`config.mk`:
```
export PLATFORM = sky130hd
export DESIGN_NAME = vec_chain_ctrl
export DESIGN_NICKNAME = d
export VERILOG_FILES = /design/src/rtl/vec_chain_ctrl.sv
export SDC_FILE = /design/constraint.sdc
export NUM_CORES = 1
export LEC_CHECK = 0
export BUFFER_PORTS_ARGS = -buffer_cell sky130_fd_sc_hd__buf_4
export CORE_ASPECT_RATIO = 0.75
export CORE_MARGIN = 2
export CORE_UTILIZATION = 60
export DETAILED_ROUTE_END_ITERATION = 10
export PLACE_DENSITY = 0.78
export SYNTH_ARGS = -nofsm -noshare
export SYNTH_HDL_FRONTEND = slang
export SYNTH_SLANG_ARGS = --single-unit
```
`constraint.sdc`:
```
create_clock -name clk -period 3.85 [get_ports clk]
set_input_delay 0.77 -clock clk [delete_from_list [all_inputs] [get_ports clk]]
set_output_delay 0.77 -clock clk [all_outputs]
set_load 0.005 [all_outputs]
```
`src/rtl/vec_chain_ctrl.sv`:
```
module vec_chain_ctrl #(
  parameter int NREG  = 8,
  parameter int NELEM = 64,
  localparam int RW = $clog2(NREG),
  localparam int EW = $clog2(NELEM),
  localparam int CW = EW + 1
) (
  input  logic          clk,
  input  logic          rst_n,
  input  logic          chain_en,
  input  logic          prod_start,
  input  logic [RW-1:0] prod_start_reg,
  output logic          prod_start_stall,
  input  logic          prod_wr_vld,
  input  logic [RW-1:0] prod_wr_reg,
  input  logic [EW-1:0] prod_wr_idx,
  input  logic          prod_done,
  input  logic [RW-1:0] prod_done_reg,
  input  logic          cons_start,
  input  logic [RW-1:0] cons_start_reg,
  input  logic          cons_done,
  input  logic [RW-1:0] cons_done_reg,
  input  logic          cons_rd_req,
  input  logic [RW-1:0] cons_rd_reg,
  input  logic [EW-1:0] cons_rd_idx,
  output logic          cons_rd_gnt
);

  logic [NREG-1:0] busy;
  logic [NREG-1:0] rdact;
  logic [CW-1:0]   wcnt [NREG];

  assign prod_start_stall = prod_start && rdact[prod_start_reg];

  assign cons_rd_gnt = cons_rd_req &&
                       (!busy[cons_rd_reg] ||
                        (chain_en && ({1'b0, cons_rd_idx} < wcnt[cons_rd_reg])));

  always_ff @(posedge clk) begin
    if (!rst_n) begin
      busy  <= '0;
      rdact <= '0;
      for (int r = 0; r < NREG; r++) wcnt[r] <= '0;
    end else begin
      for (int r = 0; r < NREG; r++) begin
        if (prod_start && prod_start_reg == RW'(r) && !rdact[r]) begin
          busy[r] <= 1'b1;
          wcnt[r] <= '0;
        end else begin
          if (prod_wr_vld && prod_wr_reg == RW'(r) && busy[r] && wcnt[r] != CW'(NELEM))
            wcnt[r] <= wcnt[r] + 1'b1;
          if (prod_done && prod_done_reg == RW'(r))
            busy[r] <= 1'b0;
        end
        if (cons_start && cons_start_reg == RW'(r))
          rdact[r] <= 1'b1;
        else if (cons_done && cons_done_reg == RW'(r))
          rdact[r] <= 1'b0;
      end
    end
  end

  AST_START_CLEARS: assert property (@(posedge clk) disable iff (!rst_n)
    prod_start && !prod_start_stall |=> busy[$past(prod_start_reg)] && wcnt[$past(prod_start_reg)] == '0);

  AST_WR_IN_ORDER: assert property (@(posedge clk) disable iff (!rst_n)
    prod_wr_vld && busy[prod_wr_reg] && wcnt[prod_wr_reg] != CW'(NELEM)
      && !(prod_start && prod_start_reg == prod_wr_reg)
      |-> {1'b0, prod_wr_idx} == wcnt[prod_wr_reg]);

  AST_GNT_PENDING: assert property (@(posedge clk) disable iff (!rst_n)
    cons_rd_gnt && busy[cons_rd_reg] |-> chain_en);

  AST_DONE_RELEASES: assert property (@(posedge clk) disable iff (!rst_n)
    prod_done && !(prod_start && !prod_start_stall && prod_start_reg == prod_done_reg)
      |=> !busy[$past(prod_done_reg)]);

  AST_STALL_KEEPS: assert property (@(posedge clk) disable iff (!rst_n)
    prod_start_stall && !(prod_done && prod_done_reg == prod_start_reg)
      |=> busy[$past(prod_start_reg)] == $past(busy[prod_start_reg]));

  AST_READER_SET: assert property (@(posedge clk) disable iff (!rst_n)
    cons_start |=> rdact[$past(cons_start_reg)]);

  always @(posedge clk) begin
    if (rst_n) begin
      for (int r = 0; r < NREG; r++)
        AST_CNT_BOUND: assert (wcnt[r] <= CW'(NELEM));
    end
  end

endmodule

```
# ---- Word-level counts from Yosys, hierarchy flattened
# Memories as Yosys holds them, arrays and structs flattened.
# Cells that the tools add are included.
dict set report classes {
  n_eq_ne 43
  reduce_logical 98
  mul 0
  mux 109
  n_bitwise 16
  order_cmp 3
  shifts 0
  div 0
  n_addsub 8
}
# op n
set op_table {}
lappend op_table {{$mux W7} 16}
lappend op_table {{$mux W1} 91}
lappend op_table {{$logic_and A1 B1 Y1} 67}
lappend op_table {{$eq A3 B3 Y1 const B} 20}
lappend op_table {{$add A7 B1 Y7 const B} 8}
lappend op_table {{$ne A7 B7 Y1 const B} 8}
lappend op_table {{$reduce_bool A2 Y1} 16}
lappend op_table {{$eq A3 B2 Y1 const B} 10}
lappend op_table {{$or A1 B1 Y1} 16}
lappend op_table {{$eq A3 B1 Y1 const B} 5}
lappend op_table {{$logic_not A3 Y1} 5}
lappend op_table {{$logic_not A1 Y1} 9}
lappend op_table {{$lt A3 B4 Y1 const B} 2}
lappend op_table {{$lt A6 B7 Y1} 1}
lappend op_table {{$bmux W1 S3} 2}
lappend op_table {{$logic_or A1 B1 Y1} 1}
dict set report word_totals {
  rom_bits 0
  memories 1
  mem_bits_rw 56
  ff_bits 16
  output_inout_bits 2
  latch_bits 0
}
# name words width read_ports rd_ports_with_merged_regs write_ports line
set mem_list {}
lappend mem_list {wcnt 8 7 9 0 8 31} ;# logic [CW-1:0] wcnt [NREG];

# ---- Longest topological paths before layout
dict set report logic_depth {
  word_depth 9
  mapped_depth 9
  depth_no_buf 7
}

# ---- Worst setup path before layout
# No wires, ideal clock.
dict set report synth_path {
  kind {input to output}
  start {input port cons_rd_reg[0]}
  end {output port cons_rd_gnt}
  path_buffers 2
  arrival_ns 2.915
  t_required_ns 3.080
  cell_stages 9
  slack_ns 0.165
  cell_sequence {buf_2 > buf_2 > mux4_2 > mux2i_1 > ha_1 > a211o_1 > o211ai_1 > a21oi_1 > o41ai_1}
}
dict set report synth_between {
  elab_chain_len 5
  word_cells_on_any_way 8
  classes_between {order compare (1); mux (2); reduce/logical (4); memory (1)}
}
# element line
set synth_rtl {}
lappend synth_rtl {{start: declaration} 24} ;# input logic [RW-1:0] cons_rd_reg,
lappend synth_rtl {{$mem_v2 Z8 W7 / $bmux W1 S3 (equally long branches)} --}
lappend synth_rtl {{$lt A6 B7 Y1 / $mux W1 (equally long branches)} {37, 36}}
lappend synth_rtl {{$logic_and A1 B1 Y1 / $logic_not A1 Y1 (equally long branches)} {37, 36}}
lappend synth_rtl {{$logic_or A1 B1 Y1 (*)} 36} ;# (!busy[cons_rd_reg] ||
lappend synth_rtl {{$logic_and A1 B1 Y1 (*)} 35} ;# assign cons_rd_gnt = cons_rd_req &&
lappend synth_rtl {{end: declaration} 26} ;# output logic cons_rd_gnt
# Mark *: on every way between the ends. The rest lies on a longest branch, timed or not. The select of a mux whose other input is x is not followed.

# ---- Final worst setup path
# Same ends and word-level chain as after synthesis.

==> impl_results.md <==
- Most area-hungry cell type in the Yosys netlist: sky130_fd_sc_hd__edfxtp_1
- Routed WL: slightly below 10 mm
- Ant. Diodes: 0
- Clock transition time at the flip-flop clock pins of the worst setup and hold paths: around 80 ps
- Switching portion of total power: 0.2626
- Total iterations of the first detailed-routing run: 5
- Clock buffers created by TritonCTS: 9
- Crit path capture type: primary output
- Routed vias/inst: 6.093
- Deepest level of the CTS H-tree: 3
- Core region area: 7263 sq um
- Top Ports: 41
- Warning count from the yosys run: 0
- Internal power consumption: 1.214 mW
- Post-layout utilization of the core: 0.6839
- Layout overhead on the synthesized area: 11.64%
- Final number of hold-violating endpoints: 0
- Pwr per Cell Area: 331.6 nW/um^2
- Data arrival at the endpoint of the critical path: 2990 ps
- Die Wd: between 100 and 150 um
- Flops & latches, synth: between 70 and 80
- Crit share post-route: 0.9763
- Count of max-cap constraint violations: 0
- Fraction of the yosys area taken by sequential cells: 0.4499
- Yosys cell types: 38
- Portion of total power attributed to sequential cells: 0.553
- Async SR Flop Fraction: 0
- Register-to-register setup slack: between 1500 and 2000 ps
- Starting Density: 0.6126
- Outcome: finished, final reports clean
- Synthesized area per cell: about 11 sq um
- Slowest CP cell: sky130_fd_sc_hd__mux4_2
- Most common library cells after synthesis: sky130_fd_sc_hd__nor2_1 (65), sky130_fd_sc_hd__edfxtp_1 (56), sky130_fd_sc_hd__nand3_1 (32), sky130_fd_sc_hd__inv_1 (25), sky130_fd_sc_hd__xnor2_1 (24)
- Number of slew-limit violations in the final report: 0
- Post-synthesis instance total: 422
- Startpoint of the most critical setup path: cons_rd_reg[0]
- Post-synthesis instance area: 4449 sq um
- Critical path fanouts, max: 10
- Number of global-route vias before repair: 3,271
- Wire length of the first global-routing pass: 16.06 mm
- All-Layer GR Usage: 0.2655
- Max-Slew Margin vs Limit: 0.5520
- Class of the most critical setup path: primary input to primary output
- Worst vdd rail ir drop: 0.2341 mV
- Design Area, Final: 4967 sq um
- Routed vias: 3,424
- Total Neg Setup Slack: 0 ps
- Maximum root-to-sink buffer count: 2
- Setup repair after global routing missed its margin: false
- Half-perimeter wire length after detailed placement: 7.749 mm
- Worst reg2reg startpoint: wcnt[4][5]
- Routed Antenna Nets: 0
- Max Clk Rate: 0.2660 GHz
- Clock network fraction of total power: 0.326
- Kind of start point of the critical path: primary input
- Clock Skew: approximately 4.7 ps
- Count of endpoints failing setup in the final report: 0
- Average wire per cell in the routed design: 17.61 um
- Largest net degree at the start of global routing: 23
- Top cell by count, worst path: sky130_fd_sc_hd__buf_4
- Height of the die: 78.58 um
- Grt ovf: 0
- Yosys top cell area share: 0.3780
- Share of cells above drive strength 1: 0.1518
- Switching power summed over all nets: 0.4326 mW
- Remaining design rule violation count: 0
- Initial antenna violation count: 0
- # hold bufs at CTS: 0
- TritonCTS clock tree: yes
- Worst slack after detailed placement: between 70 and 80 ps
- Std cell rows: 27
- Insertion delay to the later sink of the worst-skew pair: 340 ps
- Post-synth EDFFs: 56
- Synth Flop Type: sky130_fd_sc_hd__edfxtp_1
- Leakage: 1.867 nW
- Worst stage delay on the critical path: 520 ps
- Number of buffers inserted by post-CTS setup repair: 0
- CP Capture Point: cons_rd_gnt
- Leading cell type by number of instances after synthesis: sky130_fd_sc_hd__nor2_1
- Master cell of the clock root buffer: sky130_fd_sc_hd__clkbuf_8
- Final estimated routing congestion in global placement: 0.8575
- TritonCTS sink count: 72
- Detailed router's first-iteration violation count: 389
- NumNets Final: 516
- Combinational share of power: 0.121
- Top post-synthesis cells by area: sky130_fd_sc_hd__edfxtp_1 (38%), sky130_fd_sc_hd__mux4_2 (8.1%), sky130_fd_sc_hd__dfxtp_1 (7.2%), sky130_fd_sc_hd__ha_1 (5.9%), sky130_fd_sc_hd__nor2_1 (5.5%)
- Syn_nets: about 480
- Final worst-path setup slack: 91.07 ps
- Worst hold path type: flop to flop
- Placed cell area: 4787 sq um
- Worst path cell trace: buf_4 > mux4_2 > mux2i_1 > ha_1 > a211o_1 > o211ai_1 > a21oi_1 > o41ai_2 > buf_4
- Min cycle time layout: 3759 ps
- Buffers added on ports: 34
- DIE AREA: 8127 sq um
- Least-Margin Pin Slew: 671.3 ps
- Required time reported for the critical path endpoint: around 3000 ps
- Reg2Reg Capture Point: wcnt[4][4]
- R2R depth: 3
[through the flow]
step	std cells	hold WS (ps)	power, mW
CTS	562	489.2	1.649
finish	562	492.8	1.647
global placement	546	468.4	1.114
detailed placement	546	478.1	1.123
floorplan	422	453.0	1.038
global route	562	525.8	1.711
[cell usage in the layout, fill, tap and decap left out, types with 16 or more instances in the layout]
cell / count
sky130_fd_sc_hd__nor2_1: 65
sky130_fd_sc_hd__edfxtp_1: 56
sky130_fd_sc_hd__buf_4: 36
sky130_fd_sc_hd__nand3_1: 32
sky130_fd_sc_hd__inv_1: 25
sky130_fd_sc_hd__xnor2_1: 24
sky130_fd_sc_hd__ha_1: 21
sky130_fd_sc_hd__nand2_1: 20
sky130_fd_sc_hd__a21oi_1: 17
sky130_fd_sc_hd__mux4_2: 16
sky130_fd_sc_hd__xor2_1: 16
sky130_fd_sc_hd__dfxtp_1: 16
[registers in the layout, indices dropped and copies added (netlist names)]
signal / count
wcnt: 56
busy: 8
rdact: 8
[worst min-delay path by stage]
stage          startpoint       end  slack (ps)  depth (start not counted)
2_1_floorplan    rdact[2]  rdact[2]         450                          2
3_3_place_gp     rdact[0]  rdact[0]         470                          2
3_5_place_dp     rdact[0]  rdact[0]         480                          2
4_1_cts          rdact[0]  rdact[0]         490                          2
5_1_grt          rdact[6]  rdact[6]         530                          2
6_report         rdact[0]  rdact[0]         490                          2
[power by group through the flow]
stage                     clock, mW  sequential (mW)  combinational [mW]
after floorplan                   0            0.909               0.128
after global placement            0            0.925               0.188
after detailed placement          0            0.927               0.197
after CTS                     0.542            0.909               0.198
after global routing          0.576            0.916               0.219
final                         0.537            0.911               0.199
[layout make-up]
type                            count  area, sq um
Fill cell                         549         2296
Sequential cell                    72         2002
Timing Repair Buffer               37        290.3
Multi-Input combinational cell    311         2282
Tap cell                          101        126.4
Clock inverter                      6        35.03
Clock buffer                       10        137.6
Inverter                           25        93.84
[layer usage]
layer / part of all wire / up-vias / global-route usage
met5: 0 / - / 0
met4: 0.013 / 0 / 0.06974
met3: 0.097 / 17 / 0.06144
met2: 0.45 / 163 / 0.3994
met1: 0.44 / 1645 / 0.3880
li1: - / 1599 / -
[critical path: cells and delay by family]
family	cells	cell delay (ps)
adders and majority gates	1	270
AOI/OAI and AO/OA	4	880
muxes	2	710
buffers and inverters	2	340
[cell families (layout without fill, tap and decap cells)]
kind of cell / after synthesis / after routing / synth area share
buffers and inverters: 39 / 78 / 0.03881
DFF: 72 / 72 / 0.4499
AOI/OAI and AO/OA: 44 / 44 / 0.05990
and+or+nand+nor: 180 / 180 / 0.2064
xor gates and xnor gates: 40 / 40 / 0.07874
muxes: 26 / 26 / 0.1071
adders and majority gates: 21 / 21 / 0.05905
[repair_timing]
item                                   CTS  global route
gates resized for setup                  0             1
endpoints found under the hold margin    0             0
setup endpoints to repair                0             1
Power figures use the tool's default switching activity.
